### config.mk
export PLATFORM = sky130hd
export DESIGN_NAME = fpr_burst_seq
export DESIGN_NICKNAME = d
export VERILOG_FILES = /design/src/rtl/fpr_burst_pkg.sv /design/src/rtl/fpr_burst_decode.sv /design/src/rtl/fpr_burst_pick.sv /design/src/rtl/fpr_burst_step.sv /design/src/rtl/fpr_burst_seq.sv
export SDC_FILE = /design/constraint.sdc
export NUM_CORES = 1
export LEC_CHECK = 0
export BUFFER_PORTS_ARGS = -buffer_cell sky130_fd_sc_hd__clkbuf_2
export CAP_MARGIN = 25
export CORE_MARGIN = 3
export CORE_UTILIZATION = 50
export DETAILED_ROUTE_END_ITERATION = 8
export PLACE_DENSITY = 0.84
export SLEW_MARGIN = 40
export SYNTH_ARGS = -nofsm -noshare
export SYNTH_HDL_FRONTEND = slang
export SYNTH_SLANG_ARGS = --single-unit
### constraint.sdc
create_clock -name clk -period 4.7 [get_ports clk]
set_input_delay 0.47 -clock clk [delete_from_list [all_inputs] [get_ports clk]]
set_output_delay 0.47 -clock clk [all_outputs]
set_load 0.02 [all_outputs]
### src/rtl/fpr_burst_pkg.sv
package fpr_burst_pkg;
  // mode field bit meanings
  localparam int MODE_DYN_BIT = 0;  // mask comes from a data register
  localparam int MODE_ASC_BIT = 1;  // ascending order even for stores

  function automatic int max_int(input int a, input int b);
    return (a > b) ? a : b;
  endfunction
endpackage

### src/rtl/fpr_burst_decode.sv
module fpr_burst_decode
  import fpr_burst_pkg::*;
#(
  parameter int NREG = 8
) (
  input  logic            dir_store_i,
  input  logic [1:0]      mode_i,
  input  logic [NREG-1:0] ext_mask_i,
  input  logic [NREG-1:0] reg_mask_i,
  output logic            store_o,
  output logic            desc_o,
  output logic [NREG-1:0] sel_o      // indexed by register number
);
  logic [NREG-1:0] raw_mask;

  assign raw_mask = mode_i[MODE_DYN_BIT] ? reg_mask_i : ext_mask_i;
  assign store_o  = dir_store_i;
  assign desc_o   = dir_store_i & ~mode_i[MODE_ASC_BIT];

  // descending: register i <- mask bit i; ascending: register i <- bit NREG-1-i
  for (genvar g = 0; g < NREG; g++) begin : g_norm
    assign sel_o[g] = desc_o ? raw_mask[g] : raw_mask[NREG-1-g];
  end
endmodule

### src/rtl/fpr_burst_pick.sv
module fpr_burst_pick #(
  parameter int NREG  = 8,
  localparam int IDX_W = $clog2(NREG)
) (
  input  logic [NREG-1:0]  pend_i,
  input  logic             desc_i,
  output logic [IDX_W-1:0] idx_o,
  output logic             last_o
);
  logic found;

  always_comb begin
    idx_o = '0;
    found = 1'b0;
    for (int k = 0; k < NREG; k++) begin
      int j;
      j = desc_i ? (NREG - 1 - k) : k;
      if (!found && pend_i[j]) begin
        idx_o = j[IDX_W-1:0];
        found = 1'b1;
      end
    end
  end

  assign last_o = ($countones(pend_i) == 1);
endmodule

### src/rtl/fpr_burst_step.sv
module fpr_burst_step #(
  parameter int AW   = 32,
  parameter int SZ_W = 4
) (
  input  logic [AW-1:0]   addr_i,
  input  logic [SZ_W-1:0] size_i,
  input  logic            desc_i,
  input  logic            last_i,
  output logic [AW-1:0]   addr_o
);
  logic [AW-1:0] size_ext;

  assign size_ext = {{(AW-SZ_W){1'b0}}, size_i};

  always_comb begin
    if (!desc_i)     addr_o = addr_i + size_ext;
    else if (last_i) addr_o = addr_i;
    else             addr_o = addr_i - size_ext;
  end
endmodule

### src/rtl/fpr_burst_seq.sv
module fpr_burst_seq
  import fpr_burst_pkg::*;
#(
  parameter int NREG      = 8,
  parameter int AW        = 32,
  parameter int EXT_BYTES = 12,
  parameter int DBL_BYTES = 8,
  localparam int IDX_W    = $clog2(NREG),
  localparam int SZ_W     = $clog2(max_int(EXT_BYTES, DBL_BYTES) + 1)
) (
  input  logic             clk,
  input  logic             rst,
  input  logic             start_i,
  input  logic             ext_dir_i,
  input  logic [1:0]       ext_mode_i,
  input  logic [NREG-1:0]  ext_mask_i,
  input  logic [NREG-1:0]  reg_mask_i,
  input  logic [AW-1:0]    base_addr_i,
  input  logic             wide_fmt_i,
  input  logic             ea_update_i,
  output logic             busy_o,
  output logic             done_o,
  output logic [AW-1:0]    final_addr_o,
  output logic             wb_en_o,
  output logic             mem_req_o,
  input  logic             mem_ready_i,
  output logic             mem_write_o,
  output logic [IDX_W-1:0] mem_idx_o,
  output logic [AW-1:0]    mem_addr_o,
  output logic [SZ_W-1:0]  mem_size_o
);
  localparam logic [SZ_W-1:0] SZ_EXT = SZ_W'(EXT_BYTES);
  localparam logic [SZ_W-1:0] SZ_DBL = SZ_W'(DBL_BYTES);

  logic            busy_q, done_q, wb_q;
  logic [NREG-1:0] pend_q;
  logic [AW-1:0]   addr_q, fin_q;
  logic            desc_q, store_q, wide_q, upd_q;

  logic            store_w, desc_w;
  logic [NREG-1:0] sel_w;
  logic [IDX_W-1:0] pick_idx;
  logic            pick_last;
  logic [AW-1:0]   next_addr;
  logic [SZ_W-1:0] beat_sz;

  fpr_burst_decode #(.NREG(NREG)) u_dec (
    .dir_store_i (ext_dir_i),
    .mode_i      (ext_mode_i),
    .ext_mask_i  (ext_mask_i),
    .reg_mask_i  (reg_mask_i),
    .store_o     (store_w),
    .desc_o      (desc_w),
    .sel_o       (sel_w)
  );

  fpr_burst_pick #(.NREG(NREG)) u_pick (
    .pend_i (pend_q),
    .desc_i (desc_q),
    .idx_o  (pick_idx),
    .last_o (pick_last)
  );

  assign beat_sz = wide_q ? SZ_EXT : SZ_DBL;

  fpr_burst_step #(.AW(AW), .SZ_W(SZ_W)) u_step (
    .addr_i (addr_q),
    .size_i (beat_sz),
    .desc_i (desc_q),
    .last_i (pick_last),
    .addr_o (next_addr)
  );

  always_ff @(posedge clk) begin
    done_q <= 1'b0;
    if (rst) begin
      busy_q  <= 1'b0;
      wb_q    <= 1'b0;
      pend_q  <= '0;
      addr_q  <= '0;
      fin_q   <= '0;
      desc_q  <= 1'b0;
      store_q <= 1'b0;
      wide_q  <= 1'b0;
      upd_q   <= 1'b0;
    end else if (!busy_q) begin
      wb_q <= 1'b0;
      if (start_i) begin
        busy_q  <= 1'b1;
        pend_q  <= sel_w;
        addr_q  <= base_addr_i;
        desc_q  <= desc_w;
        store_q <= store_w;
        wide_q  <= wide_fmt_i;
        upd_q   <= ea_update_i;
      end
    end else if (pend_q == '0) begin
      busy_q <= 1'b0;
      done_q <= 1'b1;
      wb_q   <= upd_q;
      fin_q  <= addr_q;
    end else if (mem_ready_i) begin
      pend_q[pick_idx] <= 1'b0;
      addr_q           <= next_addr;
    end
  end

  assign busy_o       = busy_q;
  assign done_o       = done_q;
  assign wb_en_o      = wb_q;
  assign final_addr_o = fin_q;
  assign mem_req_o    = busy_q && (pend_q != '0);
  assign mem_write_o  = store_q;
  assign mem_idx_o    = pick_idx;
  assign mem_addr_o   = addr_q;
  assign mem_size_o   = beat_sz;

  // a request lives only inside a busy window
  p_req_in_busy_r6: assert property (@(posedge clk) disable iff (rst)
    mem_req_o |-> busy_o);

  // a stalled beat holds its index and address
  p_hold_stall_r6: assert property (@(posedge clk) disable iff (rst)
    (mem_req_o && !mem_ready_i) |=> (mem_req_o && $stable(mem_idx_o) && $stable(mem_addr_o)));

  // ascending order visits strictly increasing register indices
  p_asc_order_r3: assert property (@(posedge clk) disable iff (rst)
    (mem_req_o && mem_ready_i && !desc_q) |=> (!mem_req_o || (mem_idx_o > $past(mem_idx_o))));

  // descending order visits strictly decreasing register indices
  p_desc_order_r4: assert property (@(posedge clk) disable iff (rst)
    (mem_req_o && mem_ready_i && desc_q) |=> (!mem_req_o || (mem_idx_o < $past(mem_idx_o))));

  // done is one cycle wide and never overlaps busy
  p_done_pulse_r8: assert property (@(posedge clk) disable iff (rst)
    done_o |=> !done_o);
  p_done_idle_r8: assert property (@(posedge clk) disable iff (rst)
    done_o |-> !busy_o);

  // write-back enable only accompanies done
  p_wb_with_done_r9: assert property (@(posedge clk) disable iff (rst)
    wb_en_o |-> done_o);
endmodule

After elaboration in Yosys (flattened, before gate mapping)
Cells that the tools add are included.
- register bits after elaboration: 79
- input bits: 57
- output and inout bits: 76
- word-level logic and storage cells: 135
- add/subtract/negate cells: 9
- order comparisons: 10
- equality and inequality tests: 4
- mux-type cells: 73
- bitwise operators: 5
- reductions and logical operators: 24
- operators with widths (cell ; number):
    32-bit by 5-bit less-than comparator with 1-bit output, second input constant ; 8
    32-bit two-way mux ; 6
    32-bit adder ; 3
    3-bit two-way mux ; 17
    8-bit two-way mux ; 5
    1-bit two-way mux ; 36
    32-bit by 4-bit adder with 32-bit output ; 1
    32-bit by 2-bit == test with 1-bit output, second input constant ; 1
    32-bit by 4-bit subtractor with 32-bit output ; 1
    1-bit binary-select mux with 3-bit select ; 8
    1-bit logical AND ; 9
    1-bit by 1-bit adder with 2-bit output ; 4
    8-bit AND ; 1
    8-bit zero test ; 1
    8-bit inverter ; 1
    8-bit nonzero test ; 1
    1-bit zero test ; 7
    3-bit by 4-bit less-than comparator with 1-bit output, second input constant ; 1
    2-bit inequality test, second input constant ; 2
    2-bit AND reduction ; 2
    4-bit AND reduction ; 1
    1-bit demux with 3-bit select ; 1
    3-bit by 1-bit >= comparator with 1-bit output, second input constant ; 1
    3-bit inequality test, second input constant ; 1
    other kinds (5) ; 6

Depth between registers and ports, before layout
Gate-level depths: netlist of run 1.
- word-level depth: 35
- mapped depth: 14
- mapped depth without buffers: 14

Cells and area by module
From an unflattened synthesis of run 1, not the netlist that was laid out.
- cell total of the unflattened synthesis: 676
- area total of the unflattened synthesis: 5720.5 um^2
- modules (own cells, without submodules) (module ; times used ; cells each ; area each (um^2) ; seq. area each (um^2)):
    fpr_burst_seq ; 1 ; 411 ; 3847.4 ; 1581.5
    fpr_burst_step ; 1 ; 204 ; 1317.5 ; 0.0
    fpr_burst_pick ; 1 ; 49 ; 345.3 ; 0.0
    fpr_burst_decode ; 1 ; 12 ; 210.2 ; 0.0

Worst setup path after synthesis of run 1
No wires, ideal clock.
- path type: reg-to-reg
- start point: register pend_q[5]
- end point: register addr_q[25], in the netlist mem_addr_o[25]
- library setup time: 0.086 ns
- data arrival time: 3.807 ns
- required time: 4.614 ns
- setup slack: 0.807 ns
- cell stages (with the launch flop): 15
- buffers on the path: 1
- clock period less this slack: 3.893 ns
- cells stage by stage: dfxtp_1 > inv_1 > ha_1 > inv_1 > fa_1 > fa_1 > inv_1 > ha_1 > fa_1 > nor4_1 > nor2_1 > nor2_1 > clkbuf_1 > a21oi_1 > a211oi_1
- cells in the longest elaborated chain, start to end: 6
- elaborated cells between the ends (all ways): 8
- those cells by class: add/sub (3); eq/ne (3); reduce/logical (2)
- RTL lines (what ; line ; source):
    start: declaration ; fpr_burst_seq.sv:36 ; logic [NREG-1:0] pend_q;
    start signal: assignment ; fpr_burst_seq.sv:90 ; pend_q <= sel_w;
    1-bit by 1-bit adder with 2-bit output (implied by the code) ; fpr_burst_pick.sv:25 ; assign last_o = ($countones(pend_i) == 1);
    32-bit adder (implied by the code) (2 in series) ; fpr_burst_pick.sv:25 ;
    32-bit by 2-bit == test with 1-bit output ; fpr_burst_pick.sv:25 ;
    3-bit inequality test (no source line) ; n/a ;
    4-bit AND reduction (no source line) (*) ; n/a ;
    end signal: assignment ; fpr_burst_seq.sv:91 ; addr_q <= base_addr_i;
    end signal: assignment ; fpr_burst_seq.sv:104 ; addr_q <= next_addr;
    end: declaration ; fpr_burst_seq.sv:37 ; logic [AW-1:0] addr_q, fin_q;
Every way passes the cells marked *; elsewhere a longest branch is shown, timed or not.
A chain may end at the register's enable or synchronous reset.

Final worst setup path of run 1
- start point: register pend_q[5]
- end point: register addr_q[30], in the netlist mem_addr_o[30]
The elaborated chain is that of the path after synthesis.

==> results of run 1 <==
cell usage after synthesis (4+ instances only):
cell	count	area, sq um
nor2b_1	4	25.0
mux4_2	8	180
o21ai_0	15	75.1
buf_1	4	15.0
buf_4	4	30.0
and2_1	4	25.0
a311oi_1	5	43.8
nand4_1	5	31.3
o311ai_1	4	35.0
clkbuf_1	29	109
xor2_1	8	70.1
dfxtp_1	79	1580
xnor2_1	10	87.6
a21oi_1	78	390
nand2_1	119	447
a31oi_1	7	43.8
inv_1	22	82.6
and3_1	4	25.0
nand3_1	10	50.1
nor3_1	15	75.1
ha_1	39	488
fa_1	4	80.1
o21ai_1	9	45.0
mux2i_1	10	100
a211oi_1	24	180
a21o_1	6	45.0
nor2_1	54	203
sequential cells by signal, indices dropped and copies added, names as in the netlist:
signal        count
busy_o            1
final_addr_o     32
wide_q            1
done_o            1
desc_q            1
upd_q             1
pend_q            8
mem_write_o       1
mem_addr_o       32
wb_en_o           1
routing by layer:
metal  vias to the layer above  track usage (%)
li1                       2522                -
met3                        27             4.80
met2                       180             40.8
met4                         0             9.20
met1                      2338             29.3
met5                         -                0
final cells by class:
cell class                 instances  area share [%]
inverter                          23            1.43
clock buffer                      11            2.33
clock inverter                     5           0.950
multi-input combinational        505            54.7
timing repair buffer             136            11.7
sequential                        79            26.1
tap                              133            2.75
stage by stage:
stage	instances	setup slack, ns
finish	892	0.427
global route	892	0.153
CTS	891	0.441
detailed placement	875	0.443
global placement	875	0.737
floorplan	646	0.807
report_power, final:
part / switching, W / total [W] / internal [W]
clock network: 0.000268 / 0.000528 / 0.000260
registers: 0.0000621 / 0.000784 / 0.000722
logic: 0.000383 / 0.000614 / 0.000231
total: 0.000713 / 0.00193 / 0.00121
kinds of logic after synthesis:
group                    count (synthesis)  share of synthesized area (%)
AO/OA/AOI/OAI                          185                           23.7
XOR/XNOR                                18                           3.07
adder cells (fa/ha/maj)                 43                           11.1
buffers and inverters                   62                           4.99
flip-flops                              79                           30.8
multiplexers                            23                           6.70
other                                    2                          0.146
AND/OR/NAND/NOR                        233                           19.5
tightest hold or removal path, cell delays in order:
cell and delay, ns:
clkbuf_2 0.08, nand2_1 0.05, a21oi_1 0.05
final timing paths:
path	cells past startpoint	slack, ns	endpoint
setup reg to reg	15	0.43	mem_addr_o[30]
setup / recovery	15	0.43	mem_addr_o[30]
hold / removal	3	0.32	mem_addr_o[1]
hold reg to reg	2	0.46	final_addr_o[9]
==> impl_metrics.yaml, run 1 <==
clock_network:
  path_clk_slew_ns: 0.08
  cts_buffers: 9
  htreeDepth: 3
  clock-root-buffer: "clkbuf_8"
  post-cts-setup-buffers: 0
  cts_num_sinks: 79
  postCtsResizedCells: 0
  cts.hold.buffers_added: 0
  clock_latency_ns: 0.38
  clk_path_buf_depth: 2
  cts_tree: "done"
power:
  finalPower_w: 0.00193
  vdd_drop_max_uv: 196
  leakage_nw: 2.67
  p_per_area_nw_per_um2: 318
placed_design:
  port_buffers: 129
  hpwl_microns: 10100
  postPlaceCellArea_sq_um: 5840
  place_congestion: 0.875
floorplanning:
  core_area_sq_um: 9860
  num_rows: 36
  dieArea_sq_um: 11500
  dieWidth_microns: 107
  boundaryPins: 133
  fp.dieH_microns: 107
  initial_core_util_pct: 52.1
sta:
  final.setup.tns_ns: 0
  min_period_ns: 4.27
  period_share_pct: 90.9
  relSlewSlack_pct: 52.9
  fin_skew_ns: 0.0116
  hold_violations: 0
  max_freq_mhz: 234
  final_max_slew_viol_count: 0
  worst_pin_slew_ns: 0.706
  rsz0062_at_grt: "no"
  holdWs_ns: 0.321
  finalSetupViolCount: 0
worst_hold_path:
  hold_class: "input pin to flop"
  min_from: "base_addr_i[1]"
routing:
  wl_met1_microns: 5970
  via_per_inst: 5.68
  vias: 5067
  wl_microns: 13900
  wl_met2_microns: 6810
  ant_nets: 0
  initialDrtViolationCount: 252
  wl_met3_microns: 860
  routedWlPerCell_microns: 15.6
  highest_layer: "met4"
  drtPass1Iterations: 5
  drc_errors: 0
global_route:
  grt_pass1_wl_microns: 22300
  grt_max_degree: 80
  track_usage_pct: 23.8
  overflow: 0
  antenna_found_initial: 0
  grt_pass1_vias: 4895
setup_path:
  path_class: "flop to flop"
  worstSetupEndpointType: "flop"
  r2r-start: "pend_q[5]"
  worstPathRequired_ns: 4.94
  max_stage_delay_ns: 0.53
  crit_path_start: "pend_q[5]"
  cp.arrival_ns: 4.51
  path_cells: "inv_1, ha_1, inv_1, fa_1, fa_1, inv_1, ha_1, fa_1, nor4_1, nor2_1, nor2_1, buf_4, a311oi_1, a21oi_1, a211oi_2"
  path_buf_inv: 4
  cp_max_fo: 17
  cp_top_family: "adder cells"
  cp-start-kind: "flop"
  slowest_stage: "nor4_1"
finish:
  syn_to_final_growth_pct: 17.9
  final_area_sq_um: 6060
  drive_gt1_share_pct: 23.3
  final_common_cell: "clkbuf_2"
  fillCellCount: 847
  multi_input_area_sq_um: 3310
  regArea_sq_um: 1580
  fin_nets: 854
  num_antenna_cells: 0
  final_cell_mix: "clkbuf_2 (129), nand2_1 (119), a21oi_1 (78), dfxtp_1 (78), nor2_1 (53)"
  final_core_util_pct: 61.4
flow_run:
  drv_cap: 0
synth:
  ys_ff_latch: 79
  yosysWarnings: 0
  seq_area_frac_synth_pct: 30.8
  async_reset_ff_share_pct: 0
  ys_types: 66
  netlist_area_sq_um: 5140
  postSynthAreaPerCell_sq_um: 7.97
  synth-main-ff-cell: "dfxtp_1"
  synthCells: 645
  synth_edf_count: 0
status:
  status: "complete, no violations"
No activity file was read; power rests on OpenSTA's default activity.
==> run 2: changes to the inputs <==
--- a/config.mk
+++ b/config.mk
@@ -8,9 +8,9 @@
 export BUFFER_PORTS_ARGS = -buffer_cell sky130_fd_sc_hd__clkbuf_2
 export CAP_MARGIN = 25
 export CORE_MARGIN = 3
-export CORE_UTILIZATION = 50
+export CORE_UTILIZATION = 54
 export DETAILED_ROUTE_END_ITERATION = 8
-export PLACE_DENSITY = 0.84
+export PLACE_DENSITY = 0.89
 export SLEW_MARGIN = 40
 export SYNTH_ARGS = -nofsm -noshare
 export SYNTH_HDL_FRONTEND = slang
==> impl_metrics.yaml, run 2 (synthesis results as in run 1) <==
clock_network:
  clk_path_buf_depth: 2
  clock-root-buffer: "clkbuf_8"
  path_clk_slew_ns: 0.09
  htreeDepth: 3
  cts.hold.buffers_added: 0
  postCtsResizedCells: 0
  cts_num_sinks: 79
  cts_tree: "done"
  clock_latency_ns: 0.36
  post-cts-setup-buffers: 0
  cts_buffers: 9
setup_path:
  max_stage_delay_ns: 0.51
  r2r-start: "pend_q[5]"
  cp-start-kind: "flop"
  worstSetupEndpointType: "flop"
  cp.arrival_ns: 4.37
  reg2reg_depth: 15
  slowest_stage: "fa_1"
  r2r_slack_ns: 0.56
  critical_path.endpoint: "mem_addr_o[30]"
  cp_top_family: "adder cells"
  r2r-end: "mem_addr_o[30]"
  worstPathRequired_ns: 4.93
  critical_path_cell_count: 15
  cp_max_fo: 17
  path_cells: "inv_1, ha_1, inv_1, fa_1, fa_1, inv_1, ha_1, fa_1, nor4_1, nor2_1, nor2_1, buf_4, a311oi_1, a21oi_1, a211oi_2"
  path_buf_inv: 4
  crit_path_start: "pend_q[5]"
  path_class: "flop to flop"
worst_hold_path:
  hold_class: "input pin to flop"
floorplanning:
  num_rows: 34
  dieArea_sq_um: 10700
  boundaryPins: 133
  initial_core_util_pct: 57.2
  core_area_sq_um: 8980
  fp.dieH_microns: 104
  dieWidth_microns: 104
sta:
  holdWs_ns: 0.325
  period_share_pct: 88.1
  fin_skew_ns: 0.0171
  rsz0062_at_grt: "no"
  final_max_slew_viol_count: 0
  finalSetupViolCount: 0
  hold_violations: 0
  setup_ws_ns: 0.561
  max_freq_mhz: 242
  min_period_ns: 4.14
  worst_pin_slew_ns: 0.759
  relSlewSlack_pct: 49.3
  final.setup.tns_ns: 0
finish:
  drive_gt1_share_pct: 23.2
  num_antenna_cells: 0
  final_common_cell: "clkbuf_2"
  final_core_util_pct: 67.9
  final_cell_mix: "clkbuf_2 (129), nand2_1 (119), a21oi_1 (78), dfxtp_1 (78), nor2_1 (53)"
  syn_to_final_growth_pct: 18.6
  fin_nets: 854
power:
  vdd_drop_max_uv: 176
  p_per_area_nw_per_um2: 332
  leakage_nw: 2.69
  finalPower_w: 0.00202
global_route:
  grt_pass1_vias: 5123
  track_usage_pct: 25.9
  grt_max_degree: 80
  overflow: 0
  grt_pass1_wl_microns: 23500
  antenna_found_initial: 0
status:
  status: "complete, no violations"
routing:
  drc_errors: 0
  initialDrtViolationCount: 232
  ant_nets: 0
  vias: 5176
  wl_microns: 13900
  routedWlPerCell_microns: 15.7
  via_per_inst: 5.85
  drtPass1Iterations: 6
placed_design:
  dp_slack_ns: 0.582
  hpwl_microns: 10200
  place_congestion: 0.887
  port_buffers: 129
flow_run:
  drv_cap: 0
run 2: cell types whose count changed in the layout (fill, tap and decap cells not counted):
| cell | change |
|---|---|
| inv_6 | +1 |
| clkbuf_8 | -1 |
| dfxtp_4 | +1 |
| clkinv_2 | -2 |
| nor2b_1 | +1 |
| nor2b_2 | -1 |
| dfxtp_2 | -1 |
| bufinv_16 | +2 |
run 2: worst min path at each step:
| stage | end | startpoint | slack, ns | cells after the start |
|---|---|---|---|---|
| after global placement | final_addr_o[26] | final_addr_o[26] | 0.44 | 2 |
| after detailed placement | final_addr_o[14] | final_addr_o[14] | 0.45 | 2 |
| after floorplan | upd_q | upd_q | 0.44 | 2 |
| final | mem_addr_o[1] | base_addr_i[1] | 0.33 | 3 |
| after CTS | mem_addr_o[1] | base_addr_i[1] | 0.32 | 3 |
| after global routing | mem_addr_o[1] | base_addr_i[1] | 0.34 | 3 |
run 2: per-layer routing:
metal	vias to the layer above	track usage, %	routed length (microns)
li1	2523	-	-
met3	35	4.66	1040
met1	2392	31.4	5670
met2	226	45.3	6860
met4	0	10.8	323
met5	-	0	0
run 2: layout make-up:
type                    count  area, sq um
well taps                 126          158
flip-flops and latches     79         1590
fillers                   737         2880
clock inverters             6          116
multi-input cells         505         3310
clock buffers              10          128
repair buffers            136          711
inverters                  23         86.3
run 2: through the flow:
stage	cells	instance area, sq um
floorplan	646	5140
global placement	868	5830
detailed placement	868	5830
CTS	884	6070
global route	885	6090
finish	885	6090
run 2: where the power goes:
| group | internal, W | total (W) | switching (W) |
|---|---|---|---|
| clock network | 0.000357 | 0.000627 | 0.000270 |
| logic | 0.000231 | 0.000608 | 0.000378 |
| registers | 0.000722 | 0.000788 | 0.0000667 |
run 2: worst reg2reg max path, stage by stage (launching register included):
cell and delay (ns):
dfxtp_1 0.43, inv_1 0.11, ha_1 0.29, inv_1 0.05, fa_1 0.45, fa_1 0.51, inv_1 0.04, ha_1 0.19
fa_1 0.43, nor4_1 0.48, nor2_1 0.23, nor2_1 0.21, buf_4 0.27, a311oi_1 0.09, a21oi_1 0.18, a211oi_2 0.06
